--- src/rtl/wb_pkg.sv ---
package wb_pkg;
  typedef enum logic [1:0] {
    CH_NONE = 2'b00,
    CH_ONE  = 2'b01,
    CH_TWO  = 2'b10,
    CH_RSVD = 2'b11
  } chan_e;
endpackage

--- src/rtl/wb_gate.sv ---
module wb_gate (
  input  logic       fire,
  input  logic       is_write,
  input  logic       nv,
  input  logic [1:0] chan,
  input  logic       wel,
  input  logic       wp_pin,
  input  logic       wlock,
  output logic       wr1,
  output logic       wr2,
  output logic       nv_start
);
  import wb_pkg::*;
  logic allow;
  logic any;

  always_comb begin
    // nonvolatile needs the pin low; volatile is blocked only with pin and lock
    allow    = wel && (nv ? !wp_pin : !(wp_pin && wlock));
    any      = fire && is_write && allow;
    wr1      = any && (chan_e'(chan) == CH_ONE);
    wr2      = any && (chan_e'(chan) == CH_TWO);
    nv_start = (wr1 || wr2) && nv;
  end
endmodule

--- src/rtl/wb_busy.sv ---
module wb_busy #(
  parameter int CYC = 16
) (
  input  logic clk,
  input  logic rst_n,
  input  logic start,
  output logic busy_o
);
  localparam int CW = $clog2(CYC + 1);
  logic [CW-1:0] cnt;

  always_ff @(posedge clk or negedge rst_n) begin
    if (!rst_n)          cnt <= '0;
    else if (start)      cnt <= CW'(CYC);
    else if (cnt != '0)  cnt <= cnt - CW'(1);
  end

  assign busy_o = (cnt != '0);
endmodule

--- src/rtl/wb_chan.sv ---
module wb_chan #(
  parameter int TAPS   = 100,
  parameter int DW     = 8,
  parameter int INIT   = 0,
  parameter bit ONEHOT = 1'b1,
  localparam int SELW  = ONEHOT ? TAPS : DW
) (
  input  logic          clk,
  input  logic          rst_n,
  input  logic          hold,
  input  logic          recall,
  input  logic          wr_en,
  input  logic          wr_nv,
  input  logic [DW-1:0] wr_data,
  output logic [DW-1:0] work_o,
  output logic [SELW-1:0] sel_o
);
  localparam int MAXV = TAPS - 1;
  logic [DW-1:0] work, shadow, clamped;

  always_comb clamped = (int'(wr_data) > MAXV) ? DW'(MAXV) : wr_data;

  always_ff @(posedge clk or negedge rst_n) begin
    if (!rst_n) begin
      work   <= DW'(INIT);
      shadow <= '0;
    end else begin
      if (hold)        work <= DW'(INIT);
      else if (recall) work <= shadow;
      else if (wr_en)  work <= clamped;
      if (wr_en && wr_nv) shadow <= clamped;
    end
  end

  assign work_o = work;

  generate
    if (ONEHOT) begin : g_onehot
      for (genvar g = 0; g < TAPS; g++) begin : g_tap
        assign sel_o[g] = (int'(work) == g);
      end
    end else begin : g_binary
      assign sel_o = work;
    end
  endgenerate
endmodule

--- src/rtl/wiper_bank.sv ---
module wiper_bank #(
  parameter int CH1_TAPS    = 100,
  parameter int CH2_TAPS    = 256,
  parameter int DW          = 8,
  parameter int BUSY_CYCLES = 16
) (
  input  logic                clk,
  input  logic                rst_n,
  input  logic                por_hold,
  input  logic                wel,
  input  logic                wp_pin,
  input  logic                wlock,
  input  logic                req_valid,
  output logic                req_ready,
  input  logic                req_write,
  input  logic                req_nv,
  input  logic [1:0]          req_chan,
  input  logic [DW-1:0]       req_data,
  output logic                rsp_valid,
  input  logic                rsp_ready,
  output logic [DW-1:0]       rsp_data,
  output logic                busy,
  output logic [CH1_TAPS-1:0] wiper1_sel,
  output logic [DW-1:0]       wiper2_pos
);
  import wb_pkg::*;

  logic          por_q, recall, fire;
  logic          wr1, wr2, nv_start;
  logic [DW-1:0] w1, w2;

  always_ff @(posedge clk or negedge rst_n) begin
    if (!rst_n) por_q <= 1'b1;
    else        por_q <= por_hold;
  end

  assign recall    = por_q && !por_hold;
  assign req_ready = !por_q && !por_hold && !busy && !rsp_valid;
  assign fire      = req_valid && req_ready;

  wb_gate u_gate (
    .fire(fire), .is_write(req_write), .nv(req_nv), .chan(req_chan),
    .wel(wel), .wp_pin(wp_pin), .wlock(wlock),
    .wr1(wr1), .wr2(wr2), .nv_start(nv_start)
  );

  wb_busy #(.CYC(BUSY_CYCLES)) u_busy (
    .clk(clk), .rst_n(rst_n), .start(nv_start), .busy_o(busy)
  );

  wb_chan #(.TAPS(CH1_TAPS), .DW(DW), .INIT(0), .ONEHOT(1'b1)) u_ch1 (
    .clk(clk), .rst_n(rst_n), .hold(por_hold), .recall(recall),
    .wr_en(wr1), .wr_nv(req_nv), .wr_data(req_data),
    .work_o(w1), .sel_o(wiper1_sel)
  );

  wb_chan #(.TAPS(CH2_TAPS), .DW(DW), .INIT(CH2_TAPS - 1), .ONEHOT(1'b0)) u_ch2 (
    .clk(clk), .rst_n(rst_n), .hold(por_hold), .recall(recall),
    .wr_en(wr2), .wr_nv(req_nv), .wr_data(req_data),
    .work_o(w2), .sel_o(wiper2_pos)
  );

  always_ff @(posedge clk or negedge rst_n) begin
    if (!rst_n) begin
      rsp_valid <= 1'b0;
      rsp_data  <= '0;
    end else if (fire && !req_write) begin
      rsp_valid <= 1'b1;
      unique case (chan_e'(req_chan))
        CH_ONE:  rsp_data <= w1;
        CH_TWO:  rsp_data <= w2;
        default: rsp_data <= '0;
      endcase
    end else if (rsp_valid && rsp_ready) begin
      rsp_valid <= 1'b0;
    end
  end
endmodule

--- config.mk ---
export PLATFORM = sky130hd
export DESIGN_NAME = wiper_bank
export DESIGN_NICKNAME = d
export VERILOG_FILES = /design/src/rtl/wb_pkg.sv /design/src/rtl/wb_gate.sv /design/src/rtl/wb_busy.sv /design/src/rtl/wb_chan.sv /design/src/rtl/wiper_bank.sv
export SDC_FILE = /design/constraint.sdc
export NUM_CORES = 1
export LEC_CHECK = 0
export ABC_AREA = 0
export CAP_MARGIN = 20
export CORE_MARGIN = 2
export CORE_UTILIZATION = 29
export DETAILED_ROUTE_END_ITERATION = 12
export HOLD_SLACK_MARGIN = 0.03
export PLACE_DENSITY = 0.63
export RECOVER_POWER = 50
export SYNTH_ARGS = -nofsm -noshare
export SYNTH_HDL_FRONTEND = slang
export SYNTH_SLANG_ARGS = --single-unit
--- constraint.sdc ---
create_clock -name clk -period 4.46 [get_ports clk]
set_input_delay 0.892 -clock clk [delete_from_list [all_inputs] [get_ports clk]]
set_output_delay 0.892 -clock clk [all_outputs]
set_load 0.05 [all_outputs]
==> impl_metrics.toml, run 1 <==
[logic_synthesis]
syn_inst = 339
ys_seq_elements = 47
synthDistinctLibCells = 38
synth_commonest_cells = "nor2_1, dfrtp_1, mux2_2"
synthesis.area_um2 = 2870
ys.flop_type = "dfrtp_1"
synth_edf_count = 0
syn_nets = 363
syn_avg_cell_area_um2 = 8.47
synthTopCellsByArea = "dfrtp_1, nor2_1, mux2_2"
ys_seq_area_share_pct = 41.4
synth_top_area_share_pct = 33.1
yosys.area.top_type = "dfrtp_1"
yosysMostFrequentCell = "nor2_1"
async_flop_share_pct = 100
synth_warnings = 0

[clock_tree]
cts_tree = "done"
clkTransAtPathRegs_ps = 80
ctsResizeCount = 0
insertion_delay_ps = 300
htreeDepth = 2
ctsHoldBuffers = 0
cts_setup_buffers = 0
clk_path_buf_depth = 2
numCtsBuffers = 5
clock-root-buffer = "clkbuf_8"
cts.sinks = 47

[timing]
rsz0062_at_grt = "false"
max_freq_mhz = 264
clock_skew_ps = 4.64
setup_ws_ps = 668
finalSetupTns_ps = 0
final_hold_viol_count = 0
min_period_over_period_pct = 85.0
final-max-slew-violation-count = 42
setup_viol = 0
fin_hold_ws_ps = 507
max_slew_margin_pct = -19.0
tightest_slew_ps = 1770
period_needed_ps = 3790

[drt]
post-route-drc-count = 0
postRouteAntennaNets = 0
drtIter0Drc = 134
wirelength_um = 9540
viasPerCell = 4.83
dr.pass1.iters = 5
vias = 2907
wl_per_cell_um = 15.8

[worst_setup_path]
crit_chain = "dlygate4sd3_1 > or3_1 > nor2_1 > clkdlybuf4s50_1"
crit_family = "buffers and inverters"
path_max_fanout = 3
crit_buf_inv = 2
path_class = "in -> out"
cp-start-kind = "input port"
critPathSlowestCell = "clkdlybuf4s50_1"
worst_ep_required_time_ps = 3570
end_kind = "primary output"
max_stage_delay_ps = 830
arrival_ps = 2900

[final_layout]
ff_latch_area_um2 = 1190
n_antenna_cell = 0
multi_input_comb_area_um2 = 1540
nNetsFinal = 492
fin_cells = 602
fillCellCount = 961
drive_above_1_share_pct = 10.9
area_growth_pct = 53.8

[pwr]
p_leak_nw = 1.74
vdd_drop_max_mv = 0.154
p_total_w = 0.00116
power.density_nw_per_um2 = 264

[floorplan]
core_um2 = 9680
fp.dieW_um = 104
die_y_um = 104
boundaryPins = 139
initial_core_util_pct = 29.7
rows = 36
dieArea_um2 = 10700

[run_status]
violations = "capacitance limit, slew limit"
outcome = "finished with violations"

[job]
drv_cap = 2

[min_path]
min_path_type = "reg -> reg"

[global_route]
antenna_found_initial = 0
grt_pass1_vias = 2714
grt.total_usage_pct = 17.0
grt_overflow = 0
grt_pass1_wl_um = 14800
grt_max_degree = 48

[place]
preCtsSetupSlack_ps = 760
hpwlAfterDp_um = 7360
dpl.cell_count = 593
gp_congestion = 0.766
port_buffers = 138
[through the flow]
step / util [%] / cell area, um2
after floorplan: - / 2870
after global placement: 45.0 / 4350
after detailed placement: 45.0 / 4350
after CTS: 46.0 / 4460
after global routing: 45.6 / 4420
final: 45.6 / 4420
[power by group]
part	internal (W)	total, W	switching (W)
Combinational	0.000130	0.000359	0.000229
Sequential	0.000477	0.000522	0.0000451
Clock	0.000141	0.000282	0.000141
Total	0.000748	0.00116	0.000415
[routing by layer]
metal	part of all wire, %	vias up	global-route usage, %	wire (um)
met5	0	-	0	0
met4	1.4	0	4.34	135
met3	6.5	11	3.96	616
met2	50	105	30.8	4800
met1	42	1392	20.2	3980
li1	-	1399	-	-
[registers in the layout, summed over array words and instances, names as in the netlist]
name,count
u_ch2.sel_o,8
rsp_data,8
rsp_valid,1
u_ch1.work_o,8
u_ch2.shadow,8
por_q,1
u_ch1.shadow,8
u_busy.cnt,5
[path summary, 6_finish.rpt]
kind                            startpoint         endpoint  slack (ps)  depth (start not counted)
max                               por_hold        req_ready         670                          4
max in group asynchronous            rst_n  u_ch1.work_o[5]        1790                          2
min                        u_ch1.shadow[4]  u_ch1.shadow[4]         510                          1
max reg2reg                  u_busy.cnt[0]  u_ch2.shadow[5]         920                          6
min reg2reg                u_ch1.shadow[4]  u_ch1.shadow[4]         510                          1
min in group asynchronous            rst_n  u_ch2.shadow[5]         670                          1
[worst register-to-register path: cells and delay by family, from the launching register on]
| family | cells | cell delay, ps |
|---|---|---|
| buffers and inverters | 2 | 310 |
| and+or+nand+nor | 2 | 2080 |
| DFF | 1 | 400 |
| adders and majority gates | 1 | 180 |
| muxes | 1 | 450 |
[layout by cell type, fill, tap and decap left out, types with 2 or more instances in the layout]
cell type        instances
dlygate4sd3_1           18
a21oi_1                  3
and4b_1                  2
dfstp_2                  9
o21bai_1                 2
clkbuf_1                 3
dfrtp_1                 38
nor3_1                   5
nor2b_1                 17
ha_1                     4
a211o_1                  7
mux2_2                  31
nand4_1                  3
nand3_1                  8
clkdlybuf4s50_1        119
xnor2_1                  2
clkbuf_8                 7
inv_1                    9
nand2_1                 17
a221oi_1                 2
a32o_1                   3
mux2i_1                  2
a22oi_1                  8
nor2_1                 127
a31oi_1                  2
a211oi_1                 4
or3_1                    2
a22o_1                   4
[cell families (layout without fill, tap and decap cells)]
family / after synthesis / in the layout / share of synthesized area, %
AO/OA/AOI/OAI: 38 / 38 / 10.7
multiplexers: 33 / 33 / 12.9
buffers and inverters: 28 / 158 / 3.66
XOR/XNOR: 2 / 2 / 0.610
flip-flops: 47 / 47 / 41.4
AND/OR/NAND/NOR: 187 / 187 / 29.1
adder cells (fa/ha/maj): 4 / 4 / 1.74
[final cells by class]
type / instances / area share [%]
Clock buffer: 7 / 2.18
Clock inverter: 1 / 0.170
Inverter: 10 / 0.850
Multi-Input combinational cell: 264 / 34.8
Sequential cell: 47 / 26.9
Tap cell: 133 / 3.77
Timing Repair Buffer: 140 / 31.3
Power figures use the tool's default switching activity.
==> run 2, diff against run 1 <==
--- a/config.mk
+++ b/config.mk
@@ -10,8 +10,9 @@
 export CORE_MARGIN = 2
 export CORE_UTILIZATION = 29
 export DETAILED_ROUTE_END_ITERATION = 12
+export DONT_BUFFER_PORTS = 1
 export HOLD_SLACK_MARGIN = 0.03
-export PLACE_DENSITY = 0.63
+export PLACE_DENSITY = 0.45
 export RECOVER_POWER = 50
 export SYNTH_ARGS = -nofsm -noshare
 export SYNTH_HDL_FRONTEND = slang
==> run 2 against run 1 <==
The run now ends clean. Global-route usage down 1.2 points. Power down 6.7%. Sequential power up 10%. Sequential share of layout area up 12 points. First-iteration DRC count up 31%. Clock-buffer cell count up 1. Hold slack worse by 230 ps. Via count down 15%. Sequential cell count unchanged. Critical path type is now reg -> out.
==> impl_metrics.toml, run 2 (synthesis gave the netlist of run 1 again) <==
[clock_tree]
clock-root-buffer = "clkbuf_8"
cts.sinks = 47
cts_tree = "done"
numCtsBuffers = 5
ctsResizeCount = 0
cts_setup_buffers = 0
clkTransAtPathRegs_ps = 90
htreeDepth = 2
ctsHoldBuffers = 0
insertion_delay_ps = 300
clk_path_buf_depth = 2

[global_route]
grt_max_degree = 48
antenna_found_initial = 0
grt_pass1_vias = 2320
grt.total_usage_pct = 15.8
grt_pass1_wl_um = 13400
grt_overflow = 0

[worst_setup_path]
path_class = "reg -> out"
reg2reg_to = "rsp_data[0]"
r2r_slack_ps = 910
end_kind = "primary output"
crit_end = "req_ready"
reg2regPathDepth = 7
rr_startpoint = "u_busy.cnt[0]"
worst_ep_required_time_ps = 3570
worstSetupStartpoint = "u_busy.cnt[0]"
cp-start-kind = "flop"
path_max_fanout = 8
arrival_ps = 2830

[pwr]
clkPwrFrac_pct = 25.8
power.density_nw_per_um2 = 357
seqPwrFrac_pct = 52.9
p_switching_w = 0.000390
switching_share_pct = 35.9
combPwrFrac_pct = 21.4
p_leak_nw = 1.23
p_int_w = 0.000696
vdd_drop_max_mv = 0.194
p_total_w = 0.00109

[floorplan]
rows = 36
die_y_um = 104
fp.dieW_um = 104
boundaryPins = 139
dieArea_um2 = 10700
initial_core_util_pct = 29.7
core_um2 = 9680

[place]
hpwlAfterDp_um = 6480
port_buffers = 0
dpl.cell_count = 454
gp_congestion = 0.784

[drt]
wl_per_cell_um = 19.0
vias = 2466
post-route-drc-count = 0
wirelength_um = 8790
postRouteAntennaNets = 0
drtIter0Drc = 175
dr.pass1.iters = 4
viasPerCell = 5.34

[final_layout]
mostFrequentLayoutCell = "nor2_1"
layout_common_cells = "nor2_1, dfrtp_1, mux2_2, nor2b_1, nand2_1"
n_antenna_cell = 0
fin_cells = 462
area_growth_pct = 6.06
nNetsFinal = 352
drive_above_1_share_pct = 12.8

[timing]
final_hold_viol_count = 0
setup_viol = 0
min_period_over_period_pct = 83.5
clock_skew_ps = 7.46
tightest_slew_ps = 1060
max_freq_mhz = 268
final-max-slew-violation-count = 0
rsz0062_at_grt = "false"
finalSetupTns_ps = 0
max_slew_margin_pct = 29.1
period_needed_ps = 3730

[min_path]
min_path_type = "in -> async"

[job]
drv_cap = 0

[run_status]
outcome = "finished clean"
==> run 2: cell types whose count changed in the layout (fill, tap and decap cells not counted), sizes merged <==
cell / previous run / this run
clkinvlp: 1 / 0
clkbuf: 10 / 8
clkdlybuf4s50: 119 / 0
dlygate4sd3: 18 / 0
==> run 2: power groups by stage <==
stage	combinational (W)	clock [W]	sequential, W
after CTS	0.000241	0.000292	0.000584
after global routing	0.000260	0.000307	0.000581
after detailed placement	0.000240	0	0.000591
after floorplan	0.000209	0	0.000571
final	0.000232	0.000280	0.000574
after global placement	0.000236	0	0.000591
==> run 2: through the flow <==
stage | hold slack, ps | setup slack (ps) | utilization (%) | instance area [um2]
floorplan | 465 | 1560 | - | 2870
global placement | 477 | 1380 | 30.7 | 2970
detailed placement | 482 | 1350 | 30.7 | 2970
CTS | 266 | 1210 | 31.7 | 3070
global route | 255 | 561 | 31.4 | 3050
finish | 281 | 735 | 31.4 | 3050
==> run 2: area by class of cell <==
cell class                      count  area, um2
Multi-Input combinational cell    264       1550
Sequential cell                    47       1190
Inverter                           10       37.5
Tap cell                          133        166
Clock buffer                        8        100
Fill cell                        1030       6640
==> run 2: worst min path at each step <==
| stage | start | to | slack (ps) | depth (start not counted) |
|---|---|---|---|---|
| after floorplan | u_ch1.shadow[7] | u_ch1.shadow[7] | 460 | 1 |
| after global placement | u_ch1.shadow[4] | u_ch1.shadow[4] | 480 | 1 |
| after detailed placement | u_ch1.shadow[4] | u_ch1.shadow[4] | 480 | 1 |
| after CTS | rst_n | u_ch1.shadow[6] | 270 | 0 |
| after global routing | rst_n | u_ch1.shadow[6] | 260 | 0 |
| final | rst_n | u_ch1.shadow[6] | 280 | 0 |
==> run 2: layer usage <==
| layer | GRT usage [%] | share of wire [%] |
|---|---|---|
| met1 | 20.3 | 43 |
| met2 | 26.4 | 48 |
| met3 | 3.52 | 6.6 |
| met4 | 5.02 | 2.0 |
| met5 | 0 | 0 |
==> run 2: worst max-delay path: stages, from the launching register on <==
cell     delay (ps)
dfrtp_1         390
inv_1           100
ha_1            170
nor4b_1         510
inv_1           510
nor2_1          860
